[config.mk]
export PLATFORM = sky130hd
export DESIGN_NAME = dbg_halt_ctrl
export DESIGN_NICKNAME = d
export VERILOG_FILES = /design/src/rtl/dbg_halt_pkg.sv /design/src/rtl/dbg_access_tracker.sv /design/src/rtl/dbg_entry_fsm.sv /design/src/rtl/dbg_status_reg.sv /design/src/rtl/dbg_halt_ctrl.sv
export SDC_FILE = /design/constraint.sdc
export NUM_CORES = 1
export LEC_CHECK = 0
export ABC_AREA = 0
export ABC_CLOCK_PERIOD_IN_PS = 3450
export BUFFER_PORTS_ARGS = -buffer_cell sky130_fd_sc_hd__buf_2
export CORE_AREA = 2 2 55 57
export CTS_BUF_LIST = sky130_fd_sc_hd__clkbuf_4 sky130_fd_sc_hd__clkbuf_8 sky130_fd_sc_hd__clkbuf_16
export DETAILED_ROUTE_END_ITERATION = 16
export DIE_AREA = 0 0 57 59
export GPL_ROUTABILITY_DRIVEN = 1
export HOLD_SLACK_MARGIN = 0.12
export MAX_ROUTING_LAYER = met4
export PLACE_DENSITY = 0.66
export SYNTH_ARGS = -nofsm -noshare
export SYNTH_HDL_FRONTEND = slang
export SYNTH_SLANG_ARGS = --single-unit
[constraint.sdc]
create_clock -name clk -period 3.45 [get_ports clk]
set_clock_uncertainty 0.2 [all_clocks]
set_input_delay 0.1725 -clock clk [delete_from_list [all_inputs] [get_ports clk]]
set_output_delay 0.1725 -clock clk [all_outputs]
set_load 0.03 [all_outputs]
[src/rtl/dbg_halt_pkg.sv]
package dbg_halt_pkg;

  typedef enum logic [1:0] {
    ST_RUN    = 2'd0,
    ST_DRAIN  = 2'd1,
    ST_HALTED = 2'd2
  } dbg_state_e;

  // entry-method code for an external halt request
  localparam logic [3:0] ENTRY_EXT_HALT = 4'b0100;

  // status register field positions
  localparam int BIT_HALTED = 0;
  localparam int CODE_LO    = 2;
  localparam int BIT_SWACK  = 10;

  // next outstanding count: +1 on accepted issue, -1 on completion unless empty
  function automatic int unsigned cnt_step(int unsigned cnt, logic inc, logic dec);
    int unsigned r;
    r = cnt + (inc ? 1 : 0);
    if (dec && cnt != 0) r = r - 1;
    return r;
  endfunction

endpackage

[src/rtl/dbg_access_tracker.sv]
module dbg_access_tracker
  import dbg_halt_pkg::*;
#(
  parameter int CNT_W = 4
) (
  input  logic clk,
  input  logic rst_n,
  input  logic issue_i,
  input  logic cmpl_i,
  input  logic run_nxt_i,
  output logic issue_ok_o,
  output logic accept_o,
  output logic cnt_zero_o
);

  localparam logic [CNT_W-1:0] CNT_MAX = {CNT_W{1'b1}};

  logic [CNT_W-1:0] cnt_q, cnt_nxt;
  logic             ok_q;

  assign accept_o   = issue_i & ok_q;
  assign cnt_nxt    = CNT_W'(cnt_step(32'(cnt_q), accept_o, cmpl_i));
  assign cnt_zero_o = (cnt_q == '0);
  assign issue_ok_o = ok_q;

  always_ff @(posedge clk or negedge rst_n) begin
    if (!rst_n) begin
      cnt_q <= '0;
      ok_q  <= 1'b1;
    end else begin
      cnt_q <= cnt_nxt;
      ok_q  <= run_nxt_i && (cnt_nxt != CNT_MAX);
    end
  end


  no_overflow_chk: assert property (@(posedge clk) disable iff (!rst_n)
    accept_o |-> (cnt_q != CNT_MAX));


  no_underflow_chk: assert property (@(posedge clk) disable iff (!rst_n)
    (cnt_q == '0 && cmpl_i && !accept_o) |=> (cnt_q == '0));


  balanced_hold_chk: assert property (@(posedge clk) disable iff (!rst_n)
    (accept_o && cmpl_i) |=> $stable(cnt_q));

endmodule

[src/rtl/dbg_entry_fsm.sv]
module dbg_entry_fsm
  import dbg_halt_pkg::*;
(
  input  logic       clk,
  input  logic       rst_n,
  input  logic       halt_req_i,
  input  logic       restart_i,
  input  logic       cnt_zero_i,
  input  logic       sw_ack_nxt_i,
  output dbg_state_e state_o,
  output logic       run_nxt_o,
  output logic       halted_nxt_o,
  output logic       entry_evt_o,
  output logic       barrier_done_o,
  output logic       restart_evt_o,
  output logic       ack_o,
  output logic       done_o
);

  dbg_state_e state_q, state_nxt;
  logic       ack_q, done_q;

  assign entry_evt_o    = (state_q == ST_RUN) && halt_req_i;
  assign barrier_done_o = (state_q == ST_DRAIN) && cnt_zero_i;
  assign restart_evt_o  = (state_q == ST_HALTED) && restart_i;

  always_comb begin
    state_nxt = state_q;
    if (entry_evt_o)         state_nxt = ST_DRAIN;
    else if (barrier_done_o) state_nxt = ST_HALTED;
    else if (restart_evt_o)  state_nxt = ST_RUN;
  end

  assign run_nxt_o    = (state_nxt == ST_RUN);
  assign halted_nxt_o = (state_nxt == ST_HALTED);

  always_ff @(posedge clk or negedge rst_n) begin
    if (!rst_n) begin
      state_q <= ST_RUN;
      ack_q   <= 1'b0;
      done_q  <= 1'b0;
    end else begin
      state_q <= state_nxt;
      ack_q   <= halted_nxt_o | sw_ack_nxt_i;
      done_q  <= halted_nxt_o;
    end
  end

  assign state_o = state_q;
  assign ack_o   = ack_q;
  assign done_o  = done_q;


  done_implies_ack_chk: assert property (@(posedge clk) disable iff (!rst_n)
    done_q |-> ack_q);


  restart_run_chk: assert property (@(posedge clk) disable iff (!rst_n)
    restart_evt_o |=> (state_q == ST_RUN && !done_q));


  entry_drain_chk: assert property (@(posedge clk) disable iff (!rst_n)
    entry_evt_o |=> (state_q == ST_DRAIN));


  state_legal_chk: assert property (@(posedge clk) disable iff (!rst_n)
    state_q != 2'd3);

endmodule

[src/rtl/dbg_status_reg.sv]
module dbg_status_reg
  import dbg_halt_pkg::*;
#(
  parameter int STAT_W = 32
) (
  input  logic              clk,
  input  logic              rst_n,
  input  logic              wr_i,
  input  logic [STAT_W-1:0] wdata_i,
  input  logic              entry_evt_i,
  input  logic              restart_evt_i,
  input  logic              halted_nxt_i,
  output logic              sw_ack_nxt_o,
  output logic [STAT_W-1:0] status_o
);

  localparam logic [STAT_W-1:0] WR_MASK = STAT_W'(1) << BIT_SWACK;

  logic [3:0]        code_q;
  logic              halted_q;
  logic              swack_q;
  logic [STAT_W-1:0] wr_bits;

  assign wr_bits = wdata_i & WR_MASK;

  always_comb begin
    if (wr_i)               sw_ack_nxt_o = |wr_bits;
    else if (restart_evt_i) sw_ack_nxt_o = 1'b0;
    else                    sw_ack_nxt_o = swack_q;
  end

  always_ff @(posedge clk or negedge rst_n) begin
    if (!rst_n) begin
      code_q   <= '0;
      halted_q <= 1'b0;
      swack_q  <= 1'b0;
    end else begin
      if (entry_evt_i) code_q <= ENTRY_EXT_HALT;
      halted_q <= halted_nxt_i;
      swack_q  <= sw_ack_nxt_o;
    end
  end

  always_comb begin
    status_o = '0;
    status_o[BIT_HALTED]          = halted_q;
    status_o[CODE_LO+3:CODE_LO]   = code_q;
    status_o[BIT_SWACK]           = swack_q;
  end


  entry_code_chk: assert property (@(posedge clk) disable iff (!rst_n)
    entry_evt_i |=> (status_o[CODE_LO+3:CODE_LO] == ENTRY_EXT_HALT));


  sw_write_chk: assert property (@(posedge clk) disable iff (!rst_n)
    wr_i |=> (status_o[BIT_SWACK] == $past(wdata_i[BIT_SWACK])));

endmodule

[src/rtl/dbg_halt_ctrl.sv]
module dbg_halt_ctrl
  import dbg_halt_pkg::*;
#(
  parameter int CNT_W  = 4,
  parameter int STAT_W = 32
) (
  input  logic              clk,
  input  logic              rst_n,
  input  logic              halt_req_i,
  input  logic              restart_i,
  input  logic              mem_issue_i,
  input  logic              mem_cmpl_i,
  input  logic              dbg_wr_i,
  input  logic [STAT_W-1:0] dbg_wdata_i,
  output logic              issue_ok_o,
  output logic              dbg_ack_o,
  output logic              cpu_done_o,
  output logic [STAT_W-1:0] status_o
);

  dbg_state_e state;
  logic run_nxt, halted_nxt, entry_evt, barrier_done, restart_evt;
  logic accept, cnt_zero, sw_ack_nxt;

  dbg_access_tracker #(.CNT_W(CNT_W)) u_track (
    .clk        (clk),
    .rst_n      (rst_n),
    .issue_i    (mem_issue_i),
    .cmpl_i     (mem_cmpl_i),
    .run_nxt_i  (run_nxt),
    .issue_ok_o (issue_ok_o),
    .accept_o   (accept),
    .cnt_zero_o (cnt_zero)
  );

  dbg_entry_fsm u_fsm (
    .clk            (clk),
    .rst_n          (rst_n),
    .halt_req_i     (halt_req_i),
    .restart_i      (restart_i),
    .cnt_zero_i     (cnt_zero),
    .sw_ack_nxt_i   (sw_ack_nxt),
    .state_o        (state),
    .run_nxt_o      (run_nxt),
    .halted_nxt_o   (halted_nxt),
    .entry_evt_o    (entry_evt),
    .barrier_done_o (barrier_done),
    .restart_evt_o  (restart_evt),
    .ack_o          (dbg_ack_o),
    .done_o         (cpu_done_o)
  );

  dbg_status_reg #(.STAT_W(STAT_W)) u_stat (
    .clk           (clk),
    .rst_n         (rst_n),
    .wr_i          (dbg_wr_i),
    .wdata_i       (dbg_wdata_i),
    .entry_evt_i   (entry_evt),
    .restart_evt_i (restart_evt),
    .halted_nxt_i  (halted_nxt),
    .sw_ack_nxt_o  (sw_ack_nxt),
    .status_o      (status_o)
  );


  issue_block_chk: assert property (@(posedge clk) disable iff (!rst_n)
    (state != ST_RUN) |-> !accept);


  done_after_drain_chk: assert property (@(posedge clk) disable iff (!rst_n)
    $rose(cpu_done_o) |-> $past(barrier_done));


  swack_drives_ack_chk: assert property (@(posedge clk) disable iff (!rst_n)
    status_o[BIT_SWACK] |-> dbg_ack_o);


  halted_flag_chk: assert property (@(posedge clk) disable iff (!rst_n)
    status_o[BIT_HALTED] == cpu_done_o);

endmodule

==> results.ini <==
[outcome]
outcome=complete, no violations

[detailed_routing]
drtIter0Drc=8
wl_met1_um=535
routed_wl_um=1332
wl_per_cell_um=9.867
via_count=546
met3_length_um=117
antenna_left=0
drc=0
viasPerCell=4.044
route.met2.wl_um=643
drt_pass1_iterations=4
top_layer=met4

[cts]
cts-resized-gates=0
root_buffer=clkbuf_4
cts_made_buffers=3
cts_tree=built
numClockSinks=11
clock_path_buffers=2
htree_levels=1
clkTransAtPathRegs_ps=80
clock_latency_ps=280

[critical_path]
start_kind=flip-flop
cp_common_cell=ha_1
startpoint=u_track.issue_ok_o$_DFF_PN1_
critPathCaptureType=flip-flop
critPathArrivalTime_ps=2290
crit_path_max_fanout=4
worstSetupPathType=flip-flop to flip-flop
r2r-end=u_track.issue_ok_o$_DFF_PN1_
worstRegToRegCells=9
cpPeakStageDelay_ps=520
r2r-start=u_track.issue_ok_o$_DFF_PN1_
reg2reg_slack_ps=1170
path_cells=and2_1 > ha_1 > ha_1 > inv_1 > ha_1 > nor2_1 > nand4b_1 > mux2i_1 > o21ai_1
worst_path_max_delay_cell=dfstp_2
worstPathRequired_ps=3450

[cells_and_area]
regArea_um2=276.5
nets=147
n_fill_cell=302
drive_gt1_share_pct=20.19
instances_no_fill=135
multiInputGateArea_um2=394.1
antennaDiodeCount=0
area_delta_synth_final_pct=8.192
post-route-util_pct=32.32

[yosys]
synth_seq_cells=11
synth_ff_type=dfrtp_1
ys_warn_count=0
ys_types=31
avgSynthCellArea_um2=9.637
netlist.area_leader.share_pct=30.91
ys_seq_area_share_pct=34.16
ys_async_sr_fraction_pct=100.0
netlist_instances=84
synthTopCellsByArea=dfrtp_1 31%, buf_4 29%, ha_1 4.6%
syn_area_um2=809.5
synth_edf_count=0
yosysTopAreaCell=dfrtp_1

[worst_hold_path]
hold_end=u_stat.code_q[2]$_DFFE_PN0P_
hold_path_class=primary input to flip-flop
hold_depth=3
min_from=halt_req_i

[power_and_ir_drop]
p_leak_nw=0.4355
p_per_area_nw_per_um2=792.0
p_total_mw=0.6937
ir_drop_mv=0.2314

[floorplanning]
die-area_um2=3363
dieWidth_um=57
initial_core_util_pct=29.87
num_io_pins=74
die_h_um=59
coreArea_um2=2710
rows=19

[placed_design]
placed_cells=125
place_hpwl_um=1012
io_buffers=13
gp_congestion=0.7827

[sta]
rsz0062_at_grt=no
period_needed_ps=2284
slew_violations=0
layout_worst_path_cycle_share_pct=66.21
fmaxAchievable_ghz=0.4378
finalSetupViolCount=0
hold_viol_final=0
fin_setup_tns_ps=0

[global_route]
grt_pass1_wl_um=2166
antenna_found_initial=0
grt_max_degree=11
grt_pass1_vias=509
grtUsageTotal_pct=9.000
grt-ovfl-total=0

[job]
drv_cap=0

## synthesized netlist by cell type, types with 2 or more instances
master,n
a21oi_1,2
buf_4,31
dfrtp_1,10
ha_1,3
inv_1,3
nand2_1,2
nand2b_1,2
nor2_1,3
nor2b_1,2
nor4_1,2
o21ai_1,2
xnor2_1,2
xor2_1,2
## worst max-delay path: cells and delay by family, from the launching register on
family,cells,cell delay (ps)
compound gates,1,90
simple gates,3,380
mux,1,180
buf+inv,1,130
fa+ha+maj,3,700
flops,1,520
## where the power goes
| group | leakage [nW] | internal [mW] | switching [mW] | total (mW) |
|---|---|---|---|---|
| Clock | 0.0184 | 0.0527 | 0.0480 | 0.101 |
| Sequential | 0.125 | 0.190 | 0.0502 | 0.240 |
| Combinational | 0.292 | 0.126 | 0.227 | 0.353 |
| Total | 0.435 | 0.369 | 0.325 | 0.694 |
## what timing repair did
item / in CTS / in global routing
setup buffers: 0 / 0
hold buffers: 6 / 0
hold endpoints to repair: 16 / 0
## how the worst max path moves through the flow
stage | end | cells after the start
2_1_floorplan | u_track.issue_ok_o$_DFF_PN1_ | 9
3_3_place_gp | u_track.issue_ok_o$_DFF_PN1_ | 9
3_5_place_dp | u_track.issue_ok_o$_DFF_PN1_ | 9
4_1_cts | u_track.issue_ok_o$_DFF_PN1_ | 9
5_1_grt | u_track.issue_ok_o$_DFF_PN1_ | 9
6_report | u_track.issue_ok_o$_DFF_PN1_ | 9
## placed cells by master, fill, tap and decap left out, types with 2 or more instances in the layout
cell | netlist | layout
a21oi_1 | 2 | 2
buf_2 | 0 | 13
clkbuf_4 | 0 | 4
conb_1 | 1 | 29
dfrtp_1 | 10 | 10
dlygate4sd3_1 | 0 | 6
ha_1 | 3 | 3
inv_1 | 3 | 3
nand2_1 | 2 | 2
nand2b_1 | 2 | 2
nor2_1 | 3 | 3
nor2b_1 | 2 | 2
nor4_1 | 2 | 2
o21ai_1 | 2 | 2
xnor2_1 | 2 | 2
xor2_1 | 2 | 2
## metal layers
metal	track usage [%]	up-vias
li1	-	263
met5	-	-
met2	14.12	29
met4	5.980	0
met1	9.973	250
met3	2.620	4
## stage by stage
| step | setup slack, ps | hold slack [ps] | cell area (µm²) |
|---|---|---|---|
| global placement | 1284 | -147.0 | 785.8 |
| floorplan | 1250 | -323.1 | 914.6 |
| finish | 1166 | 137.5 | 875.8 |
| global route | 957.7 | 163.9 | 875.8 |
| detailed placement | 1197 | -141.4 | 785.8 |
| CTS | 1173 | 141.0 | 875.8 |
## final cells by class
cell class	instances	share of cell area, %
Clock buffer	4	3.429
Multi-Input combinational cell	67	45.00
Sequential cell	11	31.57
Timing Repair Buffer	19	14.29
Inverter	3	1.286
Tap cell	31	4.429
## sequential cells by signal, indices dropped and copies added, names as in the netlist
register / cells
u_fsm.ack_o: 1
u_fsm.state_o: 2
u_track.cnt_q: 4
u_stat.code_q: 1
u_stat.swack_q: 1
u_stat.halted_q: 1
u_track.issue_ok_o: 1
## cell families after synthesis
group,synth area share (%)
buf+inv,30.14
other cells,0.4632
fa+ha+maj,4.637
mux,2.627
xor+xnor,4.328
simple gates,12.52
flops,34.16
compound gates,11.13
Note: power is estimated with default switching activity, not from simulation.
